[src/rtl/spi_mst_pkg.sv]
package spi_mst_pkg;

    localparam int EDGE_CNT_W = 6;

    typedef enum logic [2:0] {
        PH_IDLE  = 3'd0,
        PH_SETUP = 3'd1,
        PH_SHIFT = 3'd2,
        PH_HOLD  = 3'd3,
        PH_GAP   = 3'd4
    } phase_e;

    typedef struct packed {
        phase_e                  ph;
        logic [EDGE_CNT_W-1:0]   eidx;
        logic                    lvl;
        logic                    flag;
        logic                    gap2;
    } ctl_s;

endpackage

[src/rtl/spi_half_tick.sv]
module spi_half_tick #(
    parameter int DIV_W = 8
) (
    input  logic             clk,
    input  logic             rst_n,
    input  logic             run,
    input  logic             restart,
    input  logic [DIV_W-1:0] div,
    output logic             tick
);
    logic [DIV_W-1:0] cnt_d, cnt_q;

    always_comb begin
        tick  = run && !restart && (cnt_q >= div);
        cnt_d = cnt_q + 1'b1;
        if (!run || restart || tick) begin
            cnt_d = '0;
        end
    end

    always_ff @(posedge clk or negedge rst_n) begin
        if (!rst_n) cnt_q <= '0;
        else        cnt_q <= cnt_d;
    end

    // each half period starts counting again from zero
    a_r2_count_wraps: assert property (@(posedge clk) disable iff (!rst_n)
        tick |=> (cnt_q == '0));

endmodule

[src/rtl/spi_shift_reg.sv]
module spi_shift_reg #(
    parameter int W = 8
) (
    input  logic         clk,
    input  logic         rst_n,
    input  logic         load,
    input  logic [W-1:0] load_val,
    input  logic         sample_en,
    input  logic         change_en,
    input  logic         miso,
    output logic [W-1:0] data_o,
    output logic         mosi_o
);
    logic [W-1:0] sh_d, sh_q;
    logic         mo_d, mo_q;

    always_comb begin
        sh_d = sh_q;
        mo_d = mo_q;
        if (load) begin
            sh_d = load_val;
            mo_d = load_val[W-1];
        end else begin
            if (sample_en) sh_d = {sh_q[W-2:0], miso};
            if (change_en) mo_d = sh_q[W-1];
        end
    end

    always_ff @(posedge clk or negedge rst_n) begin
        if (!rst_n) begin
            sh_q <= '0;
            mo_q <= 1'b0;
        end else begin
            sh_q <= sh_d;
            mo_q <= mo_d;
        end
    end

    assign data_o = sh_q;
    assign mosi_o = mo_q;

    // a sampling edge stores the MISO level into the low bit
    a_r3_sample_capture: assert property (@(posedge clk) disable iff (!rst_n)
        (sample_en && !load) |=> (data_o[0] == $past(miso)));

endmodule

[src/rtl/spi_xfer_engine.sv]
module spi_xfer_engine
    import spi_mst_pkg::*;
#(
    parameter int DATA_W = 8,
    parameter int DIV_W  = 8
) (
    input  logic              clk,
    input  logic              rst_n,
    input  logic              cpol,
    input  logic              cpha,
    input  logic [DIV_W-1:0]  clk_div,
    input  logic              wr_en,
    input  logic [DATA_W-1:0] wr_data,
    input  logic              start,
    input  logic              rd_en,
    output logic [DATA_W-1:0] rd_data,
    output logic              done,
    output logic              sck,
    output logic              mosi,
    input  logic              miso,
    output logic              ss_n
);
    localparam int                    EDGES     = 2 * DATA_W;
    localparam logic [EDGE_CNT_W-1:0] LAST_EDGE = EDGE_CNT_W'(EDGES - 1);
    localparam logic [EDGE_CNT_W-1:0] LAST_SMP0 = EDGE_CNT_W'(EDGES - 2);

    ctl_s              ctl_d, ctl_q;
    logic              tick, accept, wr_ok, start_ok;
    logic              edge_stb, smp_stb, chg_stb, last_smp, load;
    logic [DATA_W-1:0] load_val;

    always_comb begin
        accept   = (ctl_q.ph == PH_IDLE) || (ctl_q.ph == PH_HOLD && cpha);
        wr_ok    = wr_en && accept;
        start_ok = start && accept;
        edge_stb = tick && (ctl_q.ph == PH_SETUP || ctl_q.ph == PH_SHIFT);
        smp_stb  = edge_stb && (ctl_q.eidx[0] == cpha);
        chg_stb  = edge_stb && !smp_stb && (ctl_q.eidx != LAST_EDGE);
        last_smp = smp_stb && (ctl_q.eidx == (cpha ? LAST_EDGE : LAST_SMP0));
        load     = wr_ok || start_ok;
        load_val = wr_ok ? wr_data : rd_data;

        ctl_d = ctl_q;
        if (edge_stb) begin
            ctl_d.lvl  = !ctl_q.lvl;
            ctl_d.eidx = ctl_q.eidx + 1'b1;
        end
        case (ctl_q.ph)
            PH_IDLE: begin
                if (start_ok) begin
                    ctl_d.ph   = PH_SETUP;
                    ctl_d.eidx = '0;
                end
            end
            PH_SETUP: begin
                if (tick) ctl_d.ph = PH_SHIFT;
            end
            PH_SHIFT: begin
                if (tick && ctl_q.eidx == LAST_EDGE) ctl_d.ph = PH_HOLD;
            end
            PH_HOLD: begin
                if (start_ok) begin
                    ctl_d.ph   = PH_SETUP;
                    ctl_d.eidx = '0;
                end else if (tick) begin
                    ctl_d.ph   = cpha ? PH_IDLE : PH_GAP;
                    ctl_d.gap2 = 1'b0;
                end
            end
            PH_GAP: begin
                if (tick) begin
                    if (ctl_q.gap2) ctl_d.ph = PH_IDLE;
                    else            ctl_d.gap2 = 1'b1;
                end
            end
            default: ctl_d.ph = PH_IDLE;
        endcase

        if (last_smp)                ctl_d.flag = 1'b1;
        else if (rd_en || start_ok)  ctl_d.flag = 1'b0;
    end

    always_ff @(posedge clk or negedge rst_n) begin
        if (!rst_n) ctl_q <= ctl_s'('0);
        else        ctl_q <= ctl_d;
    end

    spi_half_tick #(.DIV_W(DIV_W)) u_tick (
        .clk     (clk),
        .rst_n   (rst_n),
        .run     (ctl_q.ph != PH_IDLE),
        .restart (start_ok),
        .div     (clk_div),
        .tick    (tick)
    );

    spi_shift_reg #(.W(DATA_W)) u_shift (
        .clk       (clk),
        .rst_n     (rst_n),
        .load      (load),
        .load_val  (load_val),
        .sample_en (smp_stb),
        .change_en (chg_stb),
        .miso      (miso),
        .data_o    (rd_data),
        .mosi_o    (mosi)
    );

    assign sck  = cpol ^ ctl_q.lvl;
    assign ss_n = (ctl_q.ph == PH_IDLE) || (ctl_q.ph == PH_GAP);
    assign done = ctl_q.flag;

    // resting SCK level whenever no character is running
    a_r1_idle_level: assert property (@(posedge clk) disable iff (!rst_n)
        (ctl_q.ph == PH_IDLE) |-> (sck == cpol));

    // after the final transition SCK is back at rest
    a_r1_hold_level: assert property (@(posedge clk) disable iff (!rst_n)
        (ctl_q.ph == PH_HOLD) |-> (sck == cpol));

    // select stays released through the inter-character gap
    a_r6_gap_ss_high: assert property (@(posedge clk) disable iff (!rst_n)
        (ctl_q.ph == PH_GAP) |-> ss_n);

    // the flag only rises on the eighth sample
    a_r8_flag_on_last_sample: assert property (@(posedge clk) disable iff (!rst_n)
        $rose(done) |-> $past(last_smp));

    // between sample edges the register is untouched by host writes
    a_r10_busy_write_ignored: assert property (@(posedge clk) disable iff (!rst_n)
        (ctl_q.ph == PH_SHIFT && !smp_stb) |=> (rd_data == $past(rd_data)));

endmodule

[config.mk]
export PLATFORM = sky130hd
export DESIGN_NAME = spi_xfer_engine
export DESIGN_NICKNAME = d
export VERILOG_FILES = /design/src/rtl/spi_mst_pkg.sv /design/src/rtl/spi_half_tick.sv /design/src/rtl/spi_shift_reg.sv /design/src/rtl/spi_xfer_engine.sv
export SDC_FILE = /design/constraint.sdc
export NUM_CORES = 1
export LEC_CHECK = 0
export BUFFER_PORTS_ARGS = -buffer_cell sky130_fd_sc_hd__buf_2
export CORE_MARGIN = 1.5
export CORE_UTILIZATION = 45
export DETAILED_ROUTE_END_ITERATION = 7
export HOLD_SLACK_MARGIN = 0.12
export PLACE_DENSITY = 0.75
export SYNTH_ARGS = -nofsm -noshare
export SYNTH_HDL_FRONTEND = slang
export SYNTH_SLANG_ARGS = --single-unit
[constraint.sdc]
create_clock -name clk -period 3.6 [get_ports clk]
set_clock_uncertainty 0.2 [all_clocks]
set_input_delay 0.9 -clock clk [delete_from_list [all_inputs] [get_ports clk]]
set_output_delay 0.9 -clock clk [all_outputs]
set_load 0.005 [all_outputs]
==> results of run 1 <==
sequential cells by signal, indices dropped and copies added, names as in the netlist:
name / cells
ctl_q: 11
u_shift.data_o: 8
u_tick.cnt_q: 8
done: 1
u_shift.mosi_o: 1
cells in the mapped netlist, types with 2 or more instances:
library cell,n
sky130_fd_sc_hd__inv_1,12
sky130_fd_sc_hd__nand4_1,5
sky130_fd_sc_hd__dfrtp_1,29
sky130_fd_sc_hd__nand2_1,15
sky130_fd_sc_hd__and3_1,3
sky130_fd_sc_hd__nand2b_1,2
sky130_fd_sc_hd__xnor2_1,6
sky130_fd_sc_hd__clkbuf_1,2
sky130_fd_sc_hd__a31oi_1,2
sky130_fd_sc_hd__buf_2,2
sky130_fd_sc_hd__nand3_1,7
sky130_fd_sc_hd__ha_1,10
sky130_fd_sc_hd__a21oi_1,15
sky130_fd_sc_hd__nand2_2,2
sky130_fd_sc_hd__xor2_1,4
sky130_fd_sc_hd__nor2_1,17
sky130_fd_sc_hd__o211ai_1,2
sky130_fd_sc_hd__a41oi_1,8
sky130_fd_sc_hd__or3_1,2
sky130_fd_sc_hd__mux2i_1,4
sky130_fd_sc_hd__and2_1,4
sky130_fd_sc_hd__nor3_1,2
sky130_fd_sc_hd__o21ai_0,13
power by group through the flow:
stage	logic, mW	clock network [mW]	registers, mW
after CTS	0.517	0.271	0.503
after detailed placement	0.519	0	0.507
after global placement	0.507	0	0.508
final	0.511	0.263	0.504
after global routing	0.577	0.279	0.517
after floorplan	0.361	0	0.497
logic make-up after synthesis:
logic type | share of synthesized area
flops | 0.420
mux | 0.0319
fa+ha+maj | 0.0725
simple gates | 0.189
xor+xnor | 0.0507
compound gates | 0.195
buf+inv | 0.0406
worst max-delay path, delay by kind of cell:
family / cells / cell delay, ns
compound gates: 2 / 0.68
fa+ha+maj: 1 / 0.29
buf+inv: 2 / 0.10
mux: 1 / 0.32
simple gates: 2 / 0.42
metal layers:
| metal | vias to the layer above | GRT usage |
|---|---|---|
| li1 | 737 | - |
| met5 | - | 0 |
| met2 | 28 | 0.308 |
| met3 | 7 | 0.0382 |
| met4 | 0 | 0.0718 |
| met1 | 674 | 0.226 |
final timing paths:
kind	endpoint	cells after the start	start	slack, ns
hold reg to reg	u_tick.cnt_q[0]	1	u_tick.cnt_q[0]	0.29
setup / recovery	u_shift.mosi_o	8	clk_div[7]	0.84
min in group asynchronous	ctl_q[2]	1	rst_n	0.44
setup reg to reg	u_shift.mosi_o	6	u_tick.cnt_q[5]	1.13
hold / removal	u_tick.cnt_q[0]	1	u_tick.cnt_q[0]	0.29
max in group asynchronous	ctl_q[5]	1	rst_n	2.34
area by class of cell:
| type | count | area [um2] | area share |
|---|---|---|---|
| multi-input combinational | 137 | 931 | 0.457 |
| sequential | 29 | 726 | 0.356 |
| timing repair buffer | 37 | 190 | 0.0933 |
| clock buffer | 7 | 86.3 | 0.0424 |
| tap | 48 | 60.1 | 0.0295 |
| inverter | 12 | 45.0 | 0.0221 |
cells in the final DEF (no fill, tap or decap), types with 2 or more instances in the layout:
master                     count
sky130_fd_sc_hd__nand3_1       7
sky130_fd_sc_hd__nand4_1       5
sky130_fd_sc_hd__o211ai_1      2
sky130_fd_sc_hd__and2_1        4
sky130_fd_sc_hd__buf_4         2
sky130_fd_sc_hd__and3_1        3
sky130_fd_sc_hd__xnor2_1       6
sky130_fd_sc_hd__inv_1        12
sky130_fd_sc_hd__nor2_1       17
sky130_fd_sc_hd__ha_1         10
sky130_fd_sc_hd__nor3_1        2
sky130_fd_sc_hd__a41oi_1       8
sky130_fd_sc_hd__or3_1         2
sky130_fd_sc_hd__dfrtp_1      29
sky130_fd_sc_hd__xor2_1        4
sky130_fd_sc_hd__o21ai_0      13
sky130_fd_sc_hd__nand2_2       2
sky130_fd_sc_hd__clkbuf_8      6
sky130_fd_sc_hd__buf_2        35
sky130_fd_sc_hd__nand2b_1      2
sky130_fd_sc_hd__nand2_1      15
sky130_fd_sc_hd__a31oi_1       2
sky130_fd_sc_hd__mux2i_1       4
sky130_fd_sc_hd__a21oi_1      15
metrics by stage:
stage	util	hold slack (ns)	instance area [um2]	total power, mW
5_1_grt	0.557	0.311	2040	1.37
6_report	0.557	0.288	2040	1.28
3_5_place_dp	0.533	0.279	1950	1.03
4_1_cts	0.557	0.292	2040	1.29
2_1_floorplan	-	0.247	1730	0.858
3_3_place_gp	0.533	0.276	1950	1.02
==> flow_summary.ini, run 1 <==
[global_routing]
global_route_wire_length_before_repair_um = 5950
antenna_found_initial = 0
grt_pass1_vias = 1410
pin_count_of_the_biggest_net_entering_global_routing = 30
grtUsageTotal = 0.182
global_route.overflow_total = 0

[route]
met3_length_um = 135
final_antenna_net_count = 0
drt_wl_total_um = 3390
routed.top_layer = met4
drt_first_iter_violations = 136
detail_route.first_pass.iterations = 4
route.layer.met1.wl_um = 1630
dr_wl_met2_um = 1570
avgRoutedWirePerCell_um = 12.6
dr_total_vias = 1446
detail_route.drc_violations = 0
detail_route.vias_per_cell = 5.36

[clocking]
tritoncts.num_buffers = 5
clkSinkCount = 29
post_cts_resized = 0
post_cts_hold_buffer_count = 0
tritoncts = built
clock_tree.buffer_depth = 2
clk_pin_slew_ns = 0.06
cts_root_buffer = sky130_fd_sc_hd__clkbuf_8
insertion_delay_ns = 0.28
cts-htree-levels = 2
cts.repair_timing.setup_buffer_count = 0

[pwr]
p_switching_mw = 0.489
power.share.switching = 0.382
p_per_area_nw_per_um2 = 627
leakage_power_of_the_design_nw = 1.01
comb_power_share = 0.400
internal_power_mw = 0.790
maximum_resistive_drop_on_vdd_uv = 184
p_clk_frac = 0.206
power.sequential.fraction = 0.394

[synth]
synth_edf_count = 0
synth.ff_latch_count = 29
synth_area_leaders = sky130_fd_sc_hd__dfrtp_1 (42%), sky130_fd_sc_hd__ha_1 (7.2%), sky130_fd_sc_hd__a21oi_1 (4.3%)
synth_area_um2 = 1730
mean_post_synth_cell_area_um2 = 9.44
synth_flop_cell = sky130_fd_sc_hd__dfrtp_1
synth_warnings = 0
synth_top_cell_by_area = sky130_fd_sc_hd__dfrtp_1
synth.net_count = 217
synthDistinctLibCells = 38
async_reset_ff_frac = 1.00
synth_top_area_share = 0.420
synth_seq_area_share = 0.420
netlist_instances = 183

[setup_path]
timing.critical_path.slowest_stage_cell = sky130_fd_sc_hd__o221a_4
cp_data_required_time_ns = 3.56
critPathKind = input pin to flop
critPathArrivalTime_ns = 2.73
critical_path.startpoint_type = input pin
worst_path_cell_chain = buf_2 > inv_1 > ha_1 > nand2_2 > or3_4 > o221a_4 > o311ai_4 > mux2_4
endpoint_kind = flop
critical_path.max_stage_delay_ns = 0.37
critical_path_peak_fanout = 19

[sta]
setup_total_negative_slack_ns = 0
rsz0062_at_grt = false
fmax_mhz = 362
setup_viol_count_final = 0
finalWorstSetupSlack_ns = 0.836
timing.slew.headroom = 0.578
max_slew.worst_pin.slew_ns = 0.632
period_minus_slack_ns = 2.76
layout_worst_path_cycle_share = 0.768
timing.final.max_slew_violations = 0
hold_viol = 0

[die]
start_util = 0.472
design.core.area_um2 = 3660
die_x_um = 64.9
die_h_um = 64.9
std_cell_rows = 22
die_area_um2 = 4220
ioPinCount = 36

[place]
port-buffer-count = 35
place_hpwl_um = 2550
placedCellCount = 263
dp_slack_ns = 0.542
gp_routability_congestion = 0.844

[final_layout]
area_growth_syn_to_layout_pct = 18.0
antenna-diode-count = 0
finish.cell_count_without_fillers = 270
num-nets-final = 256
fillerInstances = 353
drive_above_1_share = 0.239

[run]
drv_cap = 0

[min_path]
timing.hold.worst.class = flop to flop

[run_status]
status = finished clean
Note: power is estimated with default switching activity, not from simulation.
==> run 2, diff against run 1 <==
- PLACE_DENSITY: 0.75 -> 0.77
- clock period: 3.6 -> 2.3 ns (I/O delays scaled with it)
==> flow_summary.ini, run 2 (synthesis results as in run 1) <==
[setup_path]
worst_path_cell_chain = buf_2 > inv_8 > ha_4 > nand2_4 > or3_4 > o221a_4 > o311ai_4 > mux2_4
worst-path-stages = 8
critPathKind = input pin to flop
startpoint = clk_div[6]
cp_data_required_time_ns = 2.27
critical_path.startpoint_type = input pin
worst_reg2reg_path_startpoint = u_tick.cnt_q[7]
critical_path_peak_fanout = 6
timing.critical_path.slowest_stage_cell = sky130_fd_sc_hd__or3_4
worstPathBufferInverterCount = 2
worst-r2r-cell-count = 6
endpoint_kind = flop
critical_path.max_stage_delay_ns = 0.36
cp_top_family = compound AO/OA/AOI/OAI gates
critPathArrivalTime_ns = 2.25

[final_layout]
drive_above_1_share = 0.321
largest_register_ffs = 11
layout_commonest_cell = sky130_fd_sc_hd__buf_2
antenna-diode-count = 0
final_cell_mix = sky130_fd_sc_hd__buf_2 (34), sky130_fd_sc_hd__dfrtp_1 (29), sky130_fd_sc_hd__buf_4 (18), sky130_fd_sc_hd__nor2_1 (17), sky130_fd_sc_hd__a21oi_1 (15)
area_growth_syn_to_layout_pct = 30.8
fillerInstances = 311
num-nets-final = 273
regMostFlops = ctl_q

[clocking]
clk_pin_slew_ns = 0.06
tritoncts = built
cts-htree-levels = 2
cts_root_buffer = sky130_fd_sc_hd__clkbuf_8
tritoncts.num_buffers = 5
clock_tree.buffer_depth = 2
insertion_delay_ns = 0.28
clkSinkCount = 29

[sta]
max_slew.worst_pin.slew_ns = 0.651
setup_viol_count_final = 0
timing.final.max_slew_violations = 0
setup_total_negative_slack_ns = 0
period_minus_slack_ns = 2.28
layout_worst_path_cycle_share = 0.993
fmax_mhz = 438
hold_viol = 0
finalWorstSetupSlack_ns = 0.0158
rsz0062_at_grt = true
timing.slew.headroom = 0.566

[route]
avgRoutedWirePerCell_um = 13.8
drt_wl_total_um = 3980
dr_total_vias = 1543
detail_route.vias_per_cell = 5.36
detail_route.drc_violations = 0
final_antenna_net_count = 0
drt_first_iter_violations = 127
detail_route.first_pass.iterations = 5

[min_path]
timing.hold.worst.class = input pin to async pin

[place]
place_hpwl_um = 2860
dp_slack_ns = -0.283
port-buffer-count = 35
gp_routability_congestion = 0.874

[die]
std_cell_rows = 22
die_h_um = 64.9
die_x_um = 64.9
die_area_um2 = 4220
ioPinCount = 36
start_util = 0.472
design.core.area_um2 = 3660

[run_status]
status = finished clean

[pwr]
maximum_resistive_drop_on_vdd_uv = 311
p_per_area_nw_per_um2 = 967
leakage_power_of_the_design_nw = 1.09

[global_routing]
global_route_wire_length_before_repair_um = 6600
antenna_found_initial = 0
grtUsageTotal = 0.206
grt_pass1_vias = 1435
pin_count_of_the_biggest_net_entering_global_routing = 30
global_route.overflow_total = 0

[run]
drv_cap = 0
run 2: cell count changes in the layout (fill, tap and decap cells not counted), sizes merged:
cell,change
clkbuf,+1
buf,+17
run 2: worst register-to-register path, delay by kind of cell (launching register included):
family,cells,cell delay (ns)
fa+ha+maj,1,0.29
mux,1,0.32
compound gates,2,0.53
simple gates,2,0.40
flops,1,0.42
run 2: worst paths after layout:
path | endpoint | slack (ns)
setup / recovery | u_shift.mosi_o | 0.02
hold / removal | u_shift.data_o[7] | 0.12
setup reg to reg | u_shift.mosi_o | 0.03
hold reg to reg | ctl_q[2] | 0.30
max in group asynchronous | ctl_q[6] | 1.35
min in group clk | ctl_q[2] | 0.30
run 2: what timing repair did:
item                                    in CTS  in global routing
buffers inserted                             0                  1
endpoints found under the setup margin       1                 21
hold buffers                                 0                  0
gates cloned                                 0                  0
pin swaps                                    0                  2
gates resized for setup                      1                  5
run 2: metal layers:
metal	up-vias	GRT usage	part of all wire
met1	733	0.264	0.45
met4	0	0.0904	0.016
met3	5	0.0538	0.034
li1	771	-	-
met2	34	0.327	0.50
met5	-	0	0
run 2: layout make-up:
class,count,area (um2),area share
inverters,12,60.1,0.0266
flip-flops and latches,29,726,0.321
well taps,48,60.1,0.0266
repair buffers,54,337,0.149
multi-input cells,137,996,0.441
clock buffers,8,80.1,0.0355
run 2: power by group:
part / total (mW) / internal, mW / leakage [nW] / switching, mW
Sequential: 0.788 / 0.655 / 0.370 / 0.133
Combinational: 0.998 / 0.463 / 0.685 / 0.536
Clock: 0.398 / 0.214 / 0.0395 / 0.184
Total: 2.18 / 1.33 / 1.09 / 0.852
run 2: stage by stage:
step	total power, mW	util	cell area (um2)	instances	hold WS (ns)
4_1_cts	2.16	0.608	2220	287	0.139
5_1_grt	2.35	0.617	2260	288	0.170
6_report	2.18	0.617	2260	288	0.119
3_3_place_gp	1.72	0.584	2140	279	0.278
3_5_place_dp	1.75	0.584	2140	279	0.288
2_1_floorplan	1.36	-	1780	183	0.0794
==> run 3, diff against run 2 <==
- CAP_MARGIN: default -> 10
- MAX_ROUTING_LAYER: default -> met4
==> flow_summary.ini, run 3 (synthesis results as in run 1) <==
[run_status]
status = finished clean

[final_layout]
drive_above_1_share = 0.321
final_cell_mix = sky130_fd_sc_hd__buf_2 (34), sky130_fd_sc_hd__dfrtp_1 (29), sky130_fd_sc_hd__buf_4 (18), sky130_fd_sc_hd__nor2_1 (17), sky130_fd_sc_hd__a21oi_1 (15)
layout_commonest_cell = sky130_fd_sc_hd__buf_2
finalCoreUtilization = 0.617
regMostFlops = ctl_q
antenna-diode-count = 0
finish.cell_count_without_fillers = 288
area_growth_syn_to_layout_pct = 30.8
largest_register_ffs = 11
num-nets-final = 273

[setup_path]
critical_path.max_stage_delay_ns = 0.36
critical_path_peak_fanout = 6
worst_path_cell_chain = buf_2 > inv_8 > ha_4 > nand2_4 > or3_4 > o221a_4 > o311ai_4 > mux2_4
worstPathBufferInverterCount = 2
timing.critical_path.slowest_stage_cell = sky130_fd_sc_hd__or3_4
cp_data_required_time_ns = 2.27
critPathKind = input pin to flop
cp_top_family = compound AO/OA/AOI/OAI gates
endpoint_kind = flop
critical_path.startpoint_type = input pin
critPathArrivalTime_ns = 2.25

[die]
ioPinCount = 36
std_cell_rows = 22
die_x_um = 64.9
die_area_um2 = 4220
start_util = 0.472
design.core.area_um2 = 3660
die_h_um = 64.9

[clocking]
cts-htree-levels = 2
insertion_delay_ns = 0.28
tritoncts = built
cts_root_buffer = sky130_fd_sc_hd__clkbuf_8
clk_pin_slew_ns = 0.06
post_cts_hold_buffer_count = 0
tritoncts.num_buffers = 5
clkSinkCount = 29
clock_tree.buffer_depth = 2

[pwr]
p_per_area_nw_per_um2 = 967
maximum_resistive_drop_on_vdd_uv = 310
leakage_power_of_the_design_nw = 1.09
post-layout-total-power_mw = 2.18

[route]
detail_route.vias_per_cell = 5.38
avgRoutedWirePerCell_um = 13.9
drt_wl_total_um = 4010
dr_total_vias = 1550
detail_route.first_pass.iterations = 4
detail_route.drc_violations = 0
final_antenna_net_count = 0
drt_first_iter_violations = 113

[sta]
layout_worst_path_cycle_share = 0.993
max_slew.worst_pin.slew_ns = 0.650
setup_viol_count_final = 0
timing.slew.headroom = 0.567
timing.final.max_slew_violations = 0
rsz0062_at_grt = true
fmax_mhz = 438
hold_viol = 0
period_minus_slack_ns = 2.29

[global_routing]
antenna_found_initial = 0
grtUsageTotal = 0.212
pin_count_of_the_biggest_net_entering_global_routing = 30
global_route_wire_length_before_repair_um = 6600
grt_pass1_vias = 1432
global_route.overflow_total = 0

[run]
drv_cap = 0

[place]
port-buffer-count = 35
place_hpwl_um = 2860
gp_routability_congestion = 0.889
placedCellCount = 279

[min_path]
timing.hold.worst.class = input pin to async pin
[run 3: cell counts in the layout (fill, tap and decap cells not counted)]
Identical to the previous run, type by type.
[run 3: worst reg2reg max path: cells and delay by family, from the launching register on]
kind / cells / cell delay (ns)
AO/OA/AOI/OAI: 2 / 0.53
adder cells (fa/ha/maj): 1 / 0.29
flip-flops: 1 / 0.42
multiplexers: 1 / 0.32
AND/OR/NAND/NOR: 2 / 0.40
[run 3: worst paths after layout]
kind,from,endpoint,slack (ns),cells past startpoint
min,rst_n,u_shift.data_o[7],0.12,1
max reg2reg,u_tick.cnt_q[7],u_shift.mosi_o,0.03,6
min reg2reg,ctl_q[2],ctl_q[2],0.30,1
max in group asynchronous,rst_n,ctl_q[6],1.35,1
min in group clk,ctl_q[2],ctl_q[2],0.30,1
max,clk_div[6],u_shift.mosi_o,0.01,8
[run 3: stage by stage]
stage / hold slack, ns / setup TNS, ns / setup WS [ns] / cell area (um2)
floorplan: 0.0794 / -0.139 / -0.121 / 1780
global placement: 0.278 / -5.12 / -0.270 / 2140
detailed placement: 0.288 / -5.67 / -0.283 / 2140
CTS: 0.139 / 0 / 0.0164 / 2220
global route: 0.170 / -0.0837 / -0.0289 / 2260
finish: 0.118 / 0 / 0.0150 / 2260
[run 3: routing by layer]
metal  GRT usage  part of all wire  vias to the layer above  wire length, um
li1            -                 -                      770                -
met1       0.264              0.45                      742             1820
met2       0.327              0.49                       33             1970
met3      0.0538             0.039                        5              155
met4      0.0904             0.016                        0               64
met5           -                 0                        -                0
[run 3: what timing repair did]
item                       4_1_cts  5_1_grt
setup buffers                    0        1
pin swaps                        0        2
resized for setup                1        5
setup endpoints to repair        1       21
[run 3: layout make-up]
class / count / area [um2]
clock buffer: 8 / 80.1
fill: 311 / 1400
inverter: 12 / 60.1
multi-input combinational: 137 / 996
sequential: 29 / 726
tap: 48 / 60.1
timing repair buffer: 54 / 337
[run 3: power by group]
group	leakage [nW]	total [mW]	internal, mW	switching (mW)
sequential	0.370	0.788	0.655	0.133
clock	0.0395	0.397	0.214	0.183
combinational	0.685	1.00	0.463	0.537
